**src/rtl/pred_pkg.sv**
```systemverilog
package pred_pkg;
  localparam int COND_W   = 4;
  localparam int SYM_N    = 7;
  localparam int NSTB     = 4;
  localparam int SYM_BASE = 1;
  localparam int ARITH_BASE = SYM_BASE + SYM_N;

  // strobe vector bit positions
  localparam int STB_REG = 0;
  localparam int STB_MEM = 1;
  localparam int STB_BR  = 2;
  localparam int STB_CC  = 3;

  typedef enum logic [COND_W-1:0] {
    SEL_ALWAYS = COND_W'(0),
    SEL_EQ     = COND_W'(ARITH_BASE + 0),
    SEL_NE     = COND_W'(ARITH_BASE + 1),
    SEL_LT     = COND_W'(ARITH_BASE + 2),
    SEL_GE     = COND_W'(ARITH_BASE + 3),
    SEL_CS     = COND_W'(ARITH_BASE + 4),
    SEL_VS     = COND_W'(ARITH_BASE + 5)
  } sel_e;
endpackage

```
**src/rtl/cond_select.sv**
```systemverilog
module cond_select
  import pred_pkg::*;
#(
  parameter int CW   = COND_W,
  parameter int NSYM = SYM_N
) (
  input  logic [CW-1:0]   sel,
  input  logic [NSYM-1:0] sym,
  input  logic            z,
  input  logic            n,
  input  logic            c,
  input  logic            v,
  output logic            hit
);
  logic [NSYM-1:0] sym_pick;
  logic            sym_hit;
  logic            arith_hit;

  for (genvar i = 0; i < NSYM; i++) begin : g_sym
    assign sym_pick[i] = (sel == CW'(SYM_BASE + i));
  end

  assign sym_hit = |(sym_pick & sym);

  always_comb begin
    case (sel)
      SEL_EQ:  arith_hit = z;
      SEL_NE:  arith_hit = ~z;
      SEL_LT:  arith_hit = n ^ v;
      SEL_GE:  arith_hit = ~(n ^ v);
      SEL_CS:  arith_hit = c;
      SEL_VS:  arith_hit = v;
      default: arith_hit = 1'b0;
    endcase
  end

  assign hit = (sel == SEL_ALWAYS) | sym_hit | arith_hit;


  always_comb begin
    if (sel != SEL_ALWAYS && sel < CW'(ARITH_BASE)) begin
      sym_onehot_chk: assert ($onehot(sym_pick));
    end
  end


  always_comb begin
    if (sel > CW'(ARITH_BASE + 5)) begin
      reserved_never_chk: assert (!sym_hit && !arith_hit);
    end
  end
endmodule

```
**src/rtl/strobe_gate.sv**
```systemverilog
module strobe_gate #(
  parameter int N = 4
) (
  input  logic         clk,
  input  logic         rst,
  input  logic         valid,
  input  logic         hit,
  input  logic [N-1:0] req,
  output logic         en_q,
  output logic [N-1:0] stb_q
);
  logic en_d;
  assign en_d = valid & hit;

  always_ff @(posedge clk) begin
    if (rst) en_q <= 1'b0;
    else     en_q <= en_d;
  end

  for (genvar k = 0; k < N; k++) begin : g_stb
    always_ff @(posedge clk) begin
      if (rst) stb_q[k] <= 1'b0;
      else     stb_q[k] <= en_d & req[k];
    end
  end


  suppress_all_chk: assert property (@(posedge clk) disable iff (rst)
    !en_q |-> (stb_q == '0));
endmodule

```
**src/rtl/pred_gate.sv**
```systemverilog
module pred_gate
  import pred_pkg::*;
(
  input  logic              clk,
  input  logic              rst,
  input  logic              issue_valid,
  input  logic [COND_W-1:0] cond_sel,
  input  logic              req_reg_we,
  input  logic              req_mem_we,
  input  logic              req_branch,
  input  logic              req_cc_we,
  input  logic [SYM_N-1:0]  sym_flags,
  input  logic              cc_z,
  input  logic              cc_n,
  input  logic              cc_c,
  input  logic              cc_v,
  output logic              insn_en,
  output logic              reg_we,
  output logic              mem_we,
  output logic              branch_take,
  output logic              cc_we
);
  logic            cond_hit;
  logic [NSTB-1:0] req_vec;
  logic [NSTB-1:0] stb_vec;

  assign req_vec[STB_REG] = req_reg_we;
  assign req_vec[STB_MEM] = req_mem_we;
  assign req_vec[STB_BR]  = req_branch;
  assign req_vec[STB_CC]  = req_cc_we;

  cond_select #(.CW(COND_W), .NSYM(SYM_N)) i_sel (
    .sel (cond_sel),
    .sym (sym_flags),
    .z   (cc_z),
    .n   (cc_n),
    .c   (cc_c),
    .v   (cc_v),
    .hit (cond_hit)
  );

  strobe_gate #(.N(NSTB)) i_gate (
    .clk   (clk),
    .rst   (rst),
    .valid (issue_valid),
    .hit   (cond_hit),
    .req   (req_vec),
    .en_q  (insn_en),
    .stb_q (stb_vec)
  );

  assign reg_we      = stb_vec[STB_REG];
  assign mem_we      = stb_vec[STB_MEM];
  assign branch_take = stb_vec[STB_BR];
  assign cc_we       = stb_vec[STB_CC];


  always_exec_chk: assert property (@(posedge clk) disable iff (rst)
    (!$past(rst) && $past(issue_valid) && $past(cond_sel) == SEL_ALWAYS) |-> insn_en);


  idle_quiet_chk: assert property (@(posedge clk) disable iff (rst)
    (!$past(rst) && !$past(issue_valid)) |-> (!insn_en && !reg_we && !mem_we && !branch_take && !cc_we));


  pass_req_chk: assert property (@(posedge clk) disable iff (rst)
    (!$past(rst) && insn_en) |-> (reg_we == $past(req_reg_we) && mem_we == $past(req_mem_we)
                                  && branch_take == $past(req_branch) && cc_we == $past(req_cc_we)));


  reserved_off_chk: assert property (@(posedge clk) disable iff (rst)
    (!$past(rst) && $past(cond_sel) > COND_W'(ARITH_BASE + 5)) |-> !insn_en);
endmodule

```
**config.mk**
```make
export PLATFORM = sky130hd
export DESIGN_NAME = pred_gate
export DESIGN_NICKNAME = d
export VERILOG_FILES = /design/src/rtl/pred_pkg.sv /design/src/rtl/cond_select.sv /design/src/rtl/strobe_gate.sv /design/src/rtl/pred_gate.sv
export SDC_FILE = /design/constraint.sdc
export NUM_CORES = 1
export LEC_CHECK = 0
export BUFFER_PORTS_ARGS = -buffer_cell sky130_fd_sc_hd__buf_2
export CAP_MARGIN = 15
export CORE_AREA = 2 2 39 41
export CTS_BUF_LIST = sky130_fd_sc_hd__clkbuf_8 sky130_fd_sc_hd__clkbuf_16
export CTS_CLUSTER_SIZE = 28
export DETAILED_ROUTE_END_ITERATION = 8
export DIE_AREA = 0 0 41 43
export GPL_TIMING_DRIVEN = 0
export PLACE_DENSITY = 0.7
export SLEW_MARGIN = 10
export SYNTH_ARGS = -nofsm -noshare
export SYNTH_HDL_FRONTEND = slang
export SYNTH_SLANG_ARGS = --single-unit
```
**constraint.sdc**
```tcl
create_clock -name clk -period 1.75 [get_ports clk]
set_input_delay 0.4375 -clock clk [delete_from_list [all_inputs] [get_ports clk]]
set_output_delay 0.4375 -clock clk [all_outputs]
set_load 0.05 [all_outputs]
```
---- After elaboration in Yosys (flattened, before gate mapping) ----
Index checks and enable logic that the tools add are counted.
word-level totals
  register bits after elaboration ......... 5
cells by class
  multiplexer cells ....................... 1
  equality and inequality tests ........... 13
  reductions and logical operators ........ 2
  bitwise logic cells ..................... 11
operators with widths
  operator            count
  $eq 4x4->1 const B  6
  $eq 4x3->1 const B  4
  $eq 4x2->1 const B  2
  $and 7x7->7         1
  $reduce_or 7->1     1
  $pmux 1 s6          1
  $and 1x1->1         5
  $eq 4x1->1 const B  1
  $logic_not 4->1     1
  $not 1->1           2
  $or 1x1->1          2
  $xor 1x1->1         1

---- Longest topological paths before layout ----
  word-level depth ........................ 7
  depth in mapped cells ................... 5
  gate-level depth less buffers ........... 4

---- Hierarchy ----
Synthesis repeated with hierarchy kept, for this count alone.
unflattened totals
  cell total of the unflattened synthesis .. 28
  area, all modules ....................... 297.8 um2
modules (own cells, without submodules)
  module       cells each  seq. area each (um2)  area each (um2)  times used
  strobe_gate  10          100.1                 150.1            1
  cond_select  18          0.0                   147.6            1

---- Worst setup path after synthesis ----
Ideal clock, no wire load.
  path type ............................... in2reg
  start ................................... in cond_sel[0]
  end ..................................... reg i_gate.stb_q[0]
  arrival time ............................ 1.377 ns
  slack ................................... 0.287 ns
  buffers on the path ..................... 1
  stages on the path ...................... 5
  path through ............................ buf_6 > xnor3_1 > o32ai_2 > nor4_4 > a211oi_1
between the ends
  word-level cells in the longest chain between the ends .. 7
  elaborated cells on any way between the ends .. 21
ends and longest elaborated chain
  item                                      line               text
  start, declared                           pred_gate.sv:7     input logic [COND_W-1:0] cond_sel,
  $eq 4x1->1, or another cell as far along  cond_select.sv:20  assign sym_pick[i] = (sel == CW'(SYM_BASE + i));
  $and 7x7->7                               cond_select.sv:23  assign sym_hit = |(sym_pick & sym);
  $reduce_or 7->1                           cond_select.sv:23
  $or 1x1->1                                cond_select.sv:37  assign hit = (sel == SEL_ALWAYS) | sym_hit | arith_hit;
  $or 1x1->1 (*)                            cond_select.sv:37
  $and 1x1->1 (*)                           strobe_gate.sv:13  assign en_d = valid & hit;
  $and 1x1->1 (*)                           strobe_gate.sv:23  else stb_q[k] <= en_d & req[k];
  end signal, assigned by index             strobe_gate.sv:23
  end, declared                             strobe_gate.sv:10  output logic [N-1:0] stb_q
Mark *: on every way between the ends. The rest lies on a longest branch, timed or not.
A chain may end at the register's enable or synchronous reset.

---- Worst setup path after layout ----
  start ................................... in cond_sel[0]
  end ..................................... reg i_gate.stb_q[2]
The elaborated chain is that of the path after synthesis.

==> flow_summary.toml <==
[drt]
routed_wl_um = 855
via_count_of_the_routed_design = 377
drc = 0
detailedRoute.firstPassIterationCount = 3
route.antenna.remaining_nets = 0
route.detailed.wl_per_inst_um = 10.3
drt_iter0_markers = 4
avgViaCountPerCell = 4.54

[timing]
min_period_over_period_pct = 76.6
slew_headroom_pct = 76.8
setup_total_negative_slack_ns = 0
final-setup-viol-count = 0
unrepaired_setup_endpoints_after_global_routing = "false"
timing.final.max_slew_violations = 0
timing_hold_violations_final = 0
final_period_minus_worst_setup_slack_ns = 1.34
post-route-worst-setup-slack_ns = 0.409
max_slew.worst_pin.slew_ns = 0.345
achievable-frequency_mhz = 746

[cts]
clkTransAtPathRegs_ns = 0.04
clkSinkCount = 5
cts.root.buffer_cell = "sky130_fd_sc_hd__clkbuf_8"
cts-htree-levels = 1
clock_tree_from_tritoncts = "built"
cts_hold_buf = 0
post_cts.repair.setup_buffers = 0
numCtsBuffers = 3
cts_resized = 0
clk_path_buf_depth = 2

[placed_design]
pre_cts_ws_ns = 0.188
post-dp-hpwl_um = 640
numPortBuffers = 24
rd_place_congestion = 0.680

[floorplanning]
start_util_pct = 26.7
ios = 27
rows = 14
fp.dieW_um = 41
die_h_um = 43
area_of_the_core_um2 = 1380
design.die.area_um2 = 1760

[critical_path]
critPathKind = "in -> reg"
required_ns = 1.88
cp_data_arrival_time_ns = 1.47
critPathLaunchType = "input pin"
timing.critical_path.to_type = "register"
worst-path-max-fanout = 10

[logic_synthesis]
syn_nets = 61
synth-seq-area-share_pct = 27.1
synth.lib_cells_used.distinct = 19
post_synth_main_area_contributors = "sky130_fd_sc_hd__dfxtp_1 27%, sky130_fd_sc_hd__nand3b_1 10%, sky130_fd_sc_hd__a211oi_1 8.1%, sky130_fd_sc_hd__nand2_1 6.1%, sky130_fd_sc_hd__xnor3_1 6.1%"
synth_area_leader_cell = "sky130_fd_sc_hd__dfxtp_1"
ys.warnings.count = 0
synth.ff_latch_count = 5
postSynthCellCount = 39
syn_area_per_cell_um2 = 9.46
synthesis.area_um2 = 369
netlist.area_leader.share_pct = 27.1

[run_status]
outcome = "finished, final reports clean"

[pwr]
power_report.internal_total_w = 0.000315
worst_ir_drop_vdd_uv = 187
clockPowerShare_pct = 47.9
p_leak_nw = 0.268
p_per_area_nw_per_um2 = 762
pwr-share-seq_pct = 28.4
share_comb_of_total_power_pct = 23.7
power_switching_share_pct = 25.3
p_sw_w = 0.000107

[global_route]
grt_pass1_wl_um = 1270
met2_usage_pct = 17.2
grt_antenna_before_repair = 0
grtUsageMet1_pct = 12.2
grt_most_used_layer = "met2"
maximum_number_of_pins_on_one_net_before_global_route_repair = 11
via_count_of_the_first_global_routing_pass = 350
grtUsageTotal_pct = 10.2
grt_use_met3_pct = 0
grt.overflow.total = 0

[cells_and_area]
final_net_count = 90
antenna_cells_inserted = 0
final_core_utilization_pct = 40.1
share_of_final_layout_standard_cells_stronger_than_drive_strength_1_pct = 50.7
area_growth_syn_to_layout_pct = 50.2

[min_path]
hp-class = "in -> reg"

[flow_run]
maxCapViolCount = 0
-- final cells by class --
type | instances | area [um2]
fill | 145 | 830
multi-input combinational | 31 | 249
timing repair buffer | 24 | 120
sequential | 5 | 100
clock buffer | 3 | 41.3
tap | 16 | 20.0
buffer | 2 | 16.3
clock inverter | 1 | 3.75
inverter | 1 | 3.75
-- registers in the layout, summed over array words and instances, names as in the netlist --
name / cells
i_gate.stb_q: 4
i_gate.en_q: 1
-- layout by cell type (no fill, tap or decap), types with 2 or more instances in the layout --
master                     count
sky130_fd_sc_hd__nand2b_1      2
sky130_fd_sc_hd__nand3b_1      5
sky130_fd_sc_hd__clkbuf_8      3
sky130_fd_sc_hd__a211oi_1      4
sky130_fd_sc_hd__nand2_1       6
sky130_fd_sc_hd__inv_1         2
sky130_fd_sc_hd__buf_2        25
sky130_fd_sc_hd__mux2i_1       2
sky130_fd_sc_hd__a21oi_1       3
sky130_fd_sc_hd__dfxtp_1       5
-- worst paths after layout --
path	startpoint	to	cells past startpoint
worst min-delay path	rst	i_gate.stb_q[0]	2
worst max-delay path	cond_sel[0]	i_gate.stb_q[2]	5
-- per-stage QoR --
stage          power, W  instance area [um2]  hold WS [ns]  instances
2_1_floorplan  0.000185                  369         0.510         39
4_1_cts        0.000428                  554         0.431         83
3_5_place_dp   0.000221                  509         0.657         79
3_3_place_gp   0.000220                  509         0.655         79
5_1_grt        0.000449                  554         0.446         83
6_report       0.000422                  554         0.433         83
-- cells in the mapped netlist --
cell                       number
sky130_fd_sc_hd__nand2_1        6
sky130_fd_sc_hd__a211oi_1       4
sky130_fd_sc_hd__nor2_1         1
sky130_fd_sc_hd__nor3_1         1
sky130_fd_sc_hd__dfxtp_1        5
sky130_fd_sc_hd__nor4_4         1
sky130_fd_sc_hd__buf_6          1
sky130_fd_sc_hd__inv_1          1
sky130_fd_sc_hd__buf_2          1
sky130_fd_sc_hd__a21oi_1        3
sky130_fd_sc_hd__o32ai_2        1
sky130_fd_sc_hd__a211oi_2       1
sky130_fd_sc_hd__a21o_1         1
sky130_fd_sc_hd__mux2i_1        2
sky130_fd_sc_hd__a211o_2        1
sky130_fd_sc_hd__nand2b_1       2
sky130_fd_sc_hd__and4bb_2       1
sky130_fd_sc_hd__nand3b_1       5
sky130_fd_sc_hd__xnor3_1        1
-- power by group through the flow --
stage	Combinational (W)	Clock (W)	Sequential, W
CTS	0.000101	0.000207	0.000120
global placement	0.0000983	0	0.000122
floorplan	0.0000470	0	0.000138
global route	0.000109	0.000219	0.000120
detailed placement	0.0000997	0	0.000122
finish	0.000100	0.000202	0.000120
-- cells by family after synthesis --
kind of cell | after synthesis | synth area share [%]
simple gates | 17 | 31.2
flops | 5 | 27.1
buf+inv | 3 | 5.42
xor+xnor | 1 | 6.10
mux | 2 | 5.42
compound gates | 11 | 24.7
-- routing by layer --
| layer | share of wire, % | up-vias |
|---|---|---|
| met1 | 41 | 162 |
| met5 | 0 | - |
| met4 | 0 | 0 |
| li1 | - | 201 |
| met3 | 9.5 | 0 |
| met2 | 49 | 14 |
-- worst max-delay path, stage by stage --
cell and delay, ns:
sky130_fd_sc_hd__buf_6 0.11, sky130_fd_sc_hd__xnor3_1 0.40, sky130_fd_sc_hd__o32ai_2 0.19, sky130_fd_sc_hd__nor4_4 0.09, sky130_fd_sc_hd__a211oi_1 0.24
Power figures use the tool's default switching activity.
